File: src/rtl/dmaseg_pkg.sv
package dmaseg_pkg;

   localparam int PAGE_BYTES = 4096;
   localparam int PAGE_LSB_W = 12;
   localparam int SIZE_W     = 13;
   localparam int MAX_CODE   = 5;

   typedef enum logic [0:0] {
      ST_IDLE = 1'b0,
      ST_RUN  = 1'b1
   } seg_state_e;

   // Cap encoding: 128 bytes shifted left by the code, clamped at one page.
   function automatic logic [SIZE_W-1:0] cap_from_code(input logic [2:0] code);
      if (code >= 3'(MAX_CODE)) return SIZE_W'(PAGE_BYTES);
      return SIZE_W'(128) << code;
   endfunction

endpackage

File: src/rtl/dmaseg_len_calc.sv
module dmaseg_len_calc
   import dmaseg_pkg::*;
#(
   parameter int BC_W = 24
) (
   input  logic [PAGE_LSB_W-1:0] addr_lo,
   input  logic [BC_W-1:0]       rem_bytes,
   input  logic [SIZE_W-1:0]     cap_bytes,
   output logic [SIZE_W-1:0]     seg_bytes
);

   logic [SIZE_W-1:0] room;
   logic [SIZE_W-1:0] bound;
   logic [BC_W-1:0]   bound_ext;

   initial begin
      if (BC_W < SIZE_W) $error("dmaseg_len_calc: BC_W must be at least %0d", SIZE_W);
   end

   always_comb begin
      room      = SIZE_W'(PAGE_BYTES) - {1'b0, addr_lo};
      bound     = (cap_bytes < room) ? cap_bytes : room;
      bound_ext = BC_W'(bound);
      seg_bytes = (rem_bytes > bound_ext) ? bound : rem_bytes[SIZE_W-1:0];
   end

endmodule

File: src/rtl/dmaseg_tag_pool.sv
module dmaseg_tag_pool #(
   parameter int TAG_N = 32,
   localparam int TAG_W = $clog2(TAG_N)
) (
   input  logic             clk,
   input  logic             rst_n,
   input  logic             rel_en,
   input  logic [TAG_W-1:0] rel_tag,
   input  logic             take_en,
   input  logic [TAG_W-1:0] take_tag,
   output logic             any_free,
   output logic [TAG_W-1:0] low_free
);

   logic [TAG_N-1:0] free_q;

   initial begin
      if (TAG_N < 2) $error("dmaseg_tag_pool: TAG_N must be at least 2");
      if ((1 << TAG_W) != TAG_N) $error("dmaseg_tag_pool: TAG_N must be a power of two");
   end

   for (genvar g = 0; g < TAG_N; g++) begin : g_slot
      always_ff @(posedge clk) begin
         if (!rst_n) begin
            free_q[g] <= 1'b1;
         end else if (take_en && take_tag == TAG_W'(g)) begin
            free_q[g] <= 1'b0;
         end else if (rel_en && rel_tag == TAG_W'(g)) begin
            free_q[g] <= 1'b1;
         end
      end
   end

   always_comb begin
      low_free = '0;
      for (int i = TAG_N - 1; i >= 0; i--) begin
         if (free_q[i]) low_free = TAG_W'(i);
      end
   end

   assign any_free = |free_q;

   // a tag is only handed out while it is free
   assert_take_free_R7: assert property (@(posedge clk) disable iff (!rst_n)
      take_en |-> free_q[take_tag]);

   // a taken tag is marked used on the following cycle
   assert_take_marks_R7: assert property (@(posedge clk) disable iff (!rst_n)
      take_en |=> !free_q[$past(take_tag)]);

endmodule

File: src/rtl/dma_req_splitter.sv
module dma_req_splitter
   import dmaseg_pkg::*;
#(
   parameter int ADDR_W = 64,
   parameter int BC_W   = 24,
   parameter int TAG_N  = 32,
   localparam int TAG_W = $clog2(TAG_N),
   localparam int DW_W  = SIZE_W - 2
) (
   input  logic              clk,
   input  logic              rst_n,
   input  logic [2:0]        mps_code,
   input  logic [2:0]        mrrs_code,
   input  logic              desc_valid,
   output logic              desc_ready,
   input  logic [ADDR_W-1:0] desc_addr,
   input  logic [BC_W-1:0]   desc_bytes,
   input  logic              desc_is_write,
   output logic              hdr_valid,
   input  logic              hdr_ready,
   output logic [ADDR_W-1:0] hdr_addr,
   output logic [DW_W-1:0]   hdr_len_dw,
   output logic              hdr_fmt4,
   output logic              hdr_is_write,
   output logic [TAG_W-1:0]  hdr_tag,
   input  logic              cpl_rel_valid,
   input  logic [TAG_W-1:0]  cpl_rel_tag,
   output logic              seg_done,
   output logic              desc_err
);

   initial begin
      if (ADDR_W <= 32 || ADDR_W > 64) $error("dma_req_splitter: ADDR_W must be 33..64");
      if (BC_W < SIZE_W) $error("dma_req_splitter: BC_W too small");
   end

   seg_state_e        state_q;
   logic [ADDR_W-1:0] addr_q;
   logic [BC_W-1:0]   rem_q;
   logic              wr_q;
   logic [SIZE_W-1:0] cap_q;
   logic              done_q;
   logic              err_q;
   logic              hold_q;
   logic [TAG_W-1:0]  held_tag_q;

   logic              accept;
   logic              bad_desc;
   logic [SIZE_W-1:0] seg_bytes;
   logic              fire;
   logic              last_seg;
   logic              pool_any;
   logic [TAG_W-1:0]  pool_low;
   logic [TAG_W-1:0]  tag_sel;

   assign desc_ready = (state_q == ST_IDLE);
   assign accept     = desc_ready && desc_valid;
   assign bad_desc   = (desc_addr[1:0] != 2'b00) || (desc_bytes[1:0] != 2'b00) ||
                       (desc_bytes == '0);

   dmaseg_len_calc #(.BC_W(BC_W)) u_len (
      .addr_lo   (addr_q[PAGE_LSB_W-1:0]),
      .rem_bytes (rem_q),
      .cap_bytes (cap_q),
      .seg_bytes (seg_bytes)
   );

   dmaseg_tag_pool #(.TAG_N(TAG_N)) u_pool (
      .clk      (clk),
      .rst_n    (rst_n),
      .rel_en   (cpl_rel_valid),
      .rel_tag  (cpl_rel_tag),
      .take_en  (fire && !wr_q),
      .take_tag (tag_sel),
      .any_free (pool_any),
      .low_free (pool_low)
   );

   assign tag_sel      = hold_q ? held_tag_q : pool_low;
   assign hdr_valid    = (state_q == ST_RUN) && (wr_q || pool_any);
   assign hdr_addr     = addr_q;
   assign hdr_len_dw   = seg_bytes[SIZE_W-1:2];
   assign hdr_fmt4     = |addr_q[ADDR_W-1:32];
   assign hdr_is_write = wr_q;
   assign hdr_tag      = wr_q ? '0 : tag_sel;
   assign fire         = hdr_valid && hdr_ready;
   assign last_seg     = (rem_q == BC_W'(seg_bytes));
   assign seg_done     = done_q;
   assign desc_err     = err_q;

   always_ff @(posedge clk) begin
      if (!rst_n) begin
         state_q    <= ST_IDLE;
         addr_q     <= '0;
         rem_q      <= '0;
         wr_q       <= 1'b0;
         cap_q      <= SIZE_W'(128);
         done_q     <= 1'b0;
         err_q      <= 1'b0;
         hold_q     <= 1'b0;
         held_tag_q <= '0;
      end else begin
         done_q <= 1'b0;
         err_q  <= 1'b0;
         if (accept) begin
            if (bad_desc) begin
               err_q <= 1'b1;
            end else begin
               state_q <= ST_RUN;
               addr_q  <= desc_addr;
               rem_q   <= desc_bytes;
               wr_q    <= desc_is_write;
               cap_q   <= desc_is_write ? cap_from_code(mps_code) : cap_from_code(mrrs_code);
            end
         end
         if (fire) begin
            hold_q <= 1'b0;
            addr_q <= addr_q + ADDR_W'(seg_bytes);
            rem_q  <= rem_q - BC_W'(seg_bytes);
            if (last_seg) begin
               state_q <= ST_IDLE;
               done_q  <= 1'b1;
            end
         end else if (hdr_valid && !wr_q) begin
            hold_q     <= 1'b1;
            held_tag_q <= tag_sel;
         end
      end
   end

   // an offered header is held until taken
   assert_hold_valid_R9: assert property (@(posedge clk) disable iff (!rst_n)
      hdr_valid && !hdr_ready |=> hdr_valid && $stable(hdr_addr) &&
      $stable(hdr_len_dw) && $stable(hdr_tag) && $stable(hdr_is_write));

   // segment length against the latched cap
   assert_cap_limit_R1: assert property (@(posedge clk) disable iff (!rst_n)
      hdr_valid |-> ({hdr_len_dw, 2'b00} <= cap_q) && (hdr_len_dw != '0));

   // segment ends at or before the page edge
   assert_no_page_cross_R3: assert property (@(posedge clk) disable iff (!rst_n)
      hdr_valid |-> (14'(hdr_addr[PAGE_LSB_W-1:0]) + 14'({hdr_len_dw, 2'b00})) <= 14'(PAGE_BYTES));

   // done is a single-cycle pulse and never coincides with an error
   assert_done_pulse_R10: assert property (@(posedge clk) disable iff (!rst_n)
      seg_done |=> !seg_done);
   assert_done_err_excl_R10: assert property (@(posedge clk) disable iff (!rst_n)
      !(seg_done && desc_err));

   // writes never carry a tag
   assert_write_tag_zero_R8: assert property (@(posedge clk) disable iff (!rst_n)
      hdr_valid && hdr_is_write |-> hdr_tag == '0);

endmodule

File: config.mk
export PLATFORM = sky130hd
export DESIGN_NAME = dma_req_splitter
export DESIGN_NICKNAME = d
export VERILOG_FILES = /design/src/rtl/dmaseg_pkg.sv /design/src/rtl/dmaseg_len_calc.sv /design/src/rtl/dmaseg_tag_pool.sv /design/src/rtl/dma_req_splitter.sv
export SDC_FILE = /design/constraint.sdc
export NUM_CORES = 1
export LEC_CHECK = 0
export CORE_AREA = 3 3 134 136
export DETAILED_ROUTE_END_ITERATION = 8
export DIE_AREA = 0 0 137 139
export HOLD_SLACK_MARGIN = 0.05
export PLACE_DENSITY_LB_ADDON = 0.2
export RECOVER_POWER = 25
export REMOVE_ABC_BUFFERS = 1
export SLEW_MARGIN = 15
export SYNTH_ARGS = -nofsm -noshare
export SYNTH_HDL_FRONTEND = slang
export SYNTH_SLANG_ARGS = --single-unit
File: constraint.sdc
create_clock -name clk -period 20.6 [get_ports clk]
set_clock_uncertainty 0.05 [all_clocks]
set_input_delay 4.12 -clock clk [delete_from_list [all_inputs] [get_ports clk]]
set_output_delay 4.12 -clock clk [all_outputs]
set_load 0.05 [all_outputs]
==> flow_summary.json <==
{
  "p_clk_frac": 0.406,
  "max_slew_margin": 0.406,
  "worst_ep_arrival_time_ns": 7.12,
  "grt_usage": 0.322,
  "cts_buffer_depth": 2,
  "numCtsBuffers": 17,
  "clock_latency_ns": 0.44,
  "rr_endpoint": "hdr_addr[32]",
  "yosys_warnings": 0,
  "cts_hold_buf": 0,
  "drt_iter0_drc": 842,
  "htree_levels": 4,
  "maxSlewViolCount": 0,
  "cts.clk_slew.worst_paths_ns": 0.06,
  "place_inst": 1591,
  "wire_per_inst_um": 19.4,
  "syn_area_um2": 9520,
  "io_pins": 191,
  "min_period_ns": 11.29,
  "startpoint_type": "flip-flop",
  "timing.fmax_mhz": 88.6,
  "initial_core_util": 0.558,
  "setup_viol": 0,
  "drc": 0,
  "layout-drive-gt1-share": 0.0608,
  "grt_max_degree": 65,
  "netSwitchingFraction": 0.306,
  "crit_type": "flip-flop to output pin",
  "r2r-start": "hdr_addr[3]",
  "crit_path_start": "hdr_addr[3]",
  "powerDensity_nw_per_um2": 64.5,
  "cts_tree": "yes",
  "grt_remaining_overflow": 0,
  "yosys-top-cells-count": "136 x dfxtp_1, 120 x nor2_1, 116 x a21oi_1, 113 x nand2_1, 55 x nor3_1",
  "crit_top_cell": "nor2_1",
  "synth_edf_count": 0,
  "crit_end": "hdr_len_dw[8]",
  "p_comb_frac": 0.245,
  "fin_nets": 1538,
  "hpwl_um": 22000,
  "max_stage_delay_ns": 0.88,
  "vdd_drop_max_v": 0.0000678,
  "yosys.cell_types.count": 83,
  "finalHoldViolCount": 0,
  "synth_cells": 1232,
  "port_buffers": 190,
  "seqPwrFrac": 0.349,
  "num_vias": 10576,
  "die-area_um2": 19000,
  "crit_slowest_cell": "clkdlybuf4s50_1",
  "cp-end-kind": "output pin",
  "root_buffer": "clkbuf_16",
  "hp-class": "flip-flop to flip-flop",
  "leakage_uw": 0.00448,
  "grt_pass1_wl_um": 50300,
  "multi_input_area_um2": 6380,
  "antenna_found_initial": 2,
  "rsz0062_at_grt": "no",
  "synthToLayoutAreaGrowth_pct": 27.3,
  "p_int_uw": 542,
  "async_reset_ff_frac": 0,
  "die_w_um": 137,
  "seq_area_um2": 2720,
  "cts.sinks": 136,
  "outcome": "finished, final reports clean",
  "cts_setup_buffers": 0,
  "cap_violations": 0,
  "core-area_um2": 17100,
  "power.switching_uw": 240,
  "synth_top_area_cell": "dfxtp_1",
  "fp-row-count": 48,
  "yosysMostFrequentCell": "dfxtp_1",
  "worst_ep_required_time_ns": 16.43,
  "path_cells": "or4_1, or4_1, nor2_1, xor2_1, ha_1, a21oi_1, o221ai_1, a41oi_2, nor2_1, a21oi_1, ha_1, nand4_1, nor2_1, a21boi_0, o41a_1, o21ai_0, and2_1, buf_4, mux2i_1, clkdlybuf4s50_1",
  "synthTopCellsByArea": "dfxtp_1 29%, a21oi_1 6.1%, ha_1 6.0%, nor2_1 4.7%, nand2_1 4.5%",
  "setup_tns_ns": 0,
  "detail-route-antenna-nets": 0,
  "cts_resized": 0,
  "drt_wl_total_um": 31500,
  "seq_area_frac_synth": 0.286,
  "r2r_slack_ns": 11.71,
  "grt_pass1_vias": 9887,
  "fin_cells": 1623,
  "crit_fanout": 25,
  "period_share": 0.548,
  "die_h_um": 139,
  "worstMarginPinSlew_ns": 0.891,
  "synth-seq-cells": 136,
  "via_per_inst": 6.52,
  "place_congestion": 0.945,
  "dr.pass1.iters": 6,
  "synth_top_area_share": 0.286,
  "synth_area_per_cell_um2": 7.73,
  "rr_worst_depth": 29,
  "nFillCells": 1433,
  "synth-main-ff-cell": "dfxtp_1"
}
-- routing by layer --
layer | global-route usage | up-vias | part of all wire
li1 | - | 5026 | -
met1 | 0.421 | 4998 | 0.42
met2 | 0.531 | 477 | 0.48
met3 | 0.0541 | 73 | 0.072
met4 | 0.120 | 2 | 0.027
met5 | 0 | - | 0.00041
-- flip-flops by register name, summed over array words and instances, names as in the netlist --
register,cells
cap_q,6
hold_q,1
state_q,1
u_pool.free_q,32
held_tag_q,5
desc_err,1
rem_q,24
seg_done,1
hdr_addr,64
hdr_is_write,1
-- area by class of cell --
cell class              instances  area share
clock buffers                  20      0.0377
flip-flops and latches        136       0.225
repair buffers                202       0.164
inverters                      39      0.0122
well taps                     225      0.0232
diodes                          1    0.000206
clock inverters                11      0.0121
multi-input cells             989       0.526
-- placed cells by master, fill, tap and decap left out, types with 6 or more instances in the layout --
| master | instances |
|---|---|
| and3_1 | 17 |
| o211ai_1 | 16 |
| o31ai_1 | 12 |
| dfxtp_1 | 136 |
| and2_1 | 6 |
| nand4_1 | 20 |
| ha_1 | 46 |
| xnor2_1 | 12 |
| inv_1 | 38 |
| nand3_1 | 31 |
| a22oi_1 | 8 |
| o21a_1 | 22 |
| mux2i_1 | 14 |
| nor2b_1 | 20 |
| nand2_1 | 113 |
| nor3_1 | 55 |
| or3_1 | 10 |
| and4_1 | 6 |
| buf_4 | 12 |
| nor4_1 | 35 |
| a31oi_1 | 32 |
| a21o_1 | 13 |
| mux2_2 | 15 |
| a311oi_1 | 20 |
| o21ai_0 | 46 |
| a22o_1 | 6 |
| a211oi_1 | 25 |
| or4_1 | 16 |
| o311ai_0 | 10 |
| xor2_1 | 13 |
| dlygate4sd3_1 | 55 |
| nand2b_1 | 7 |
| nor2_1 | 120 |
| clkdlybuf4s50_1 | 135 |
| a21oi_1 | 116 |
| clkbuf_16 | 17 |
-- kinds of logic after synthesis --
family,Yosys count,synth area share
mux,31,0.0348
compound gates,402,0.289
flops,136,0.286
simple gates,483,0.255
fa+ha+maj,48,0.0646
buf+inv,107,0.0472
xor+xnor,25,0.0230
-- power groups by stage --
stage / sequential [uW] / clock [uW] / combinational [uW]
2_1_floorplan: 285 / 0 / 117
3_3_place_gp: 278 / 0 / 184
3_5_place_dp: 278 / 0 / 187
4_1_cts: 273 / 319 / 189
5_1_grt: 273 / 329 / 205
6_report: 273 / 317 / 192
-- worst min-delay path by stage --
stage,slack (ns),startpoint,depth (start not counted),endpoint
finish,0.45,held_tag_q[4],2,held_tag_q[4]
global placement,0.43,held_tag_q[4],2,held_tag_q[4]
global route,0.48,held_tag_q[2],2,held_tag_q[2]
detailed placement,0.44,held_tag_q[4],2,held_tag_q[4]
CTS,0.45,held_tag_q[4],2,held_tag_q[4]
floorplan,0.41,held_tag_q[4],2,held_tag_q[4]
-- through the flow --
stage / setup slack [ns] / utilization / hold WS [ns] / total power (uW) / area (um^2)
after floorplan: 10.07 / - / 0.411 / 401 / 9220
after CTS: 9.10 / 0.710 / 0.452 / 780 / 12100
final: 9.31 / 0.711 / 0.454 / 782 / 12100
after global routing: 9.03 / 0.711 / 0.485 / 807 / 12100
after detailed placement: 9.74 / 0.675 / 0.437 / 465 / 11500
after global placement: 9.90 / 0.675 / 0.426 / 462 / 11500
-- critical path, delay by kind of cell (launching register included) --
family	cells	cell delay, ns
adder cells (fa/ha/maj)	2	0.60
AND/OR/NAND/NOR	7	1.80
flip-flops	1	0.43
XOR/XNOR	1	0.27
buffers and inverters	2	1.22
AO/OA/AOI/OAI	7	1.89
multiplexers	1	0.43
No activity file was read; power rests on OpenSTA's default activity.
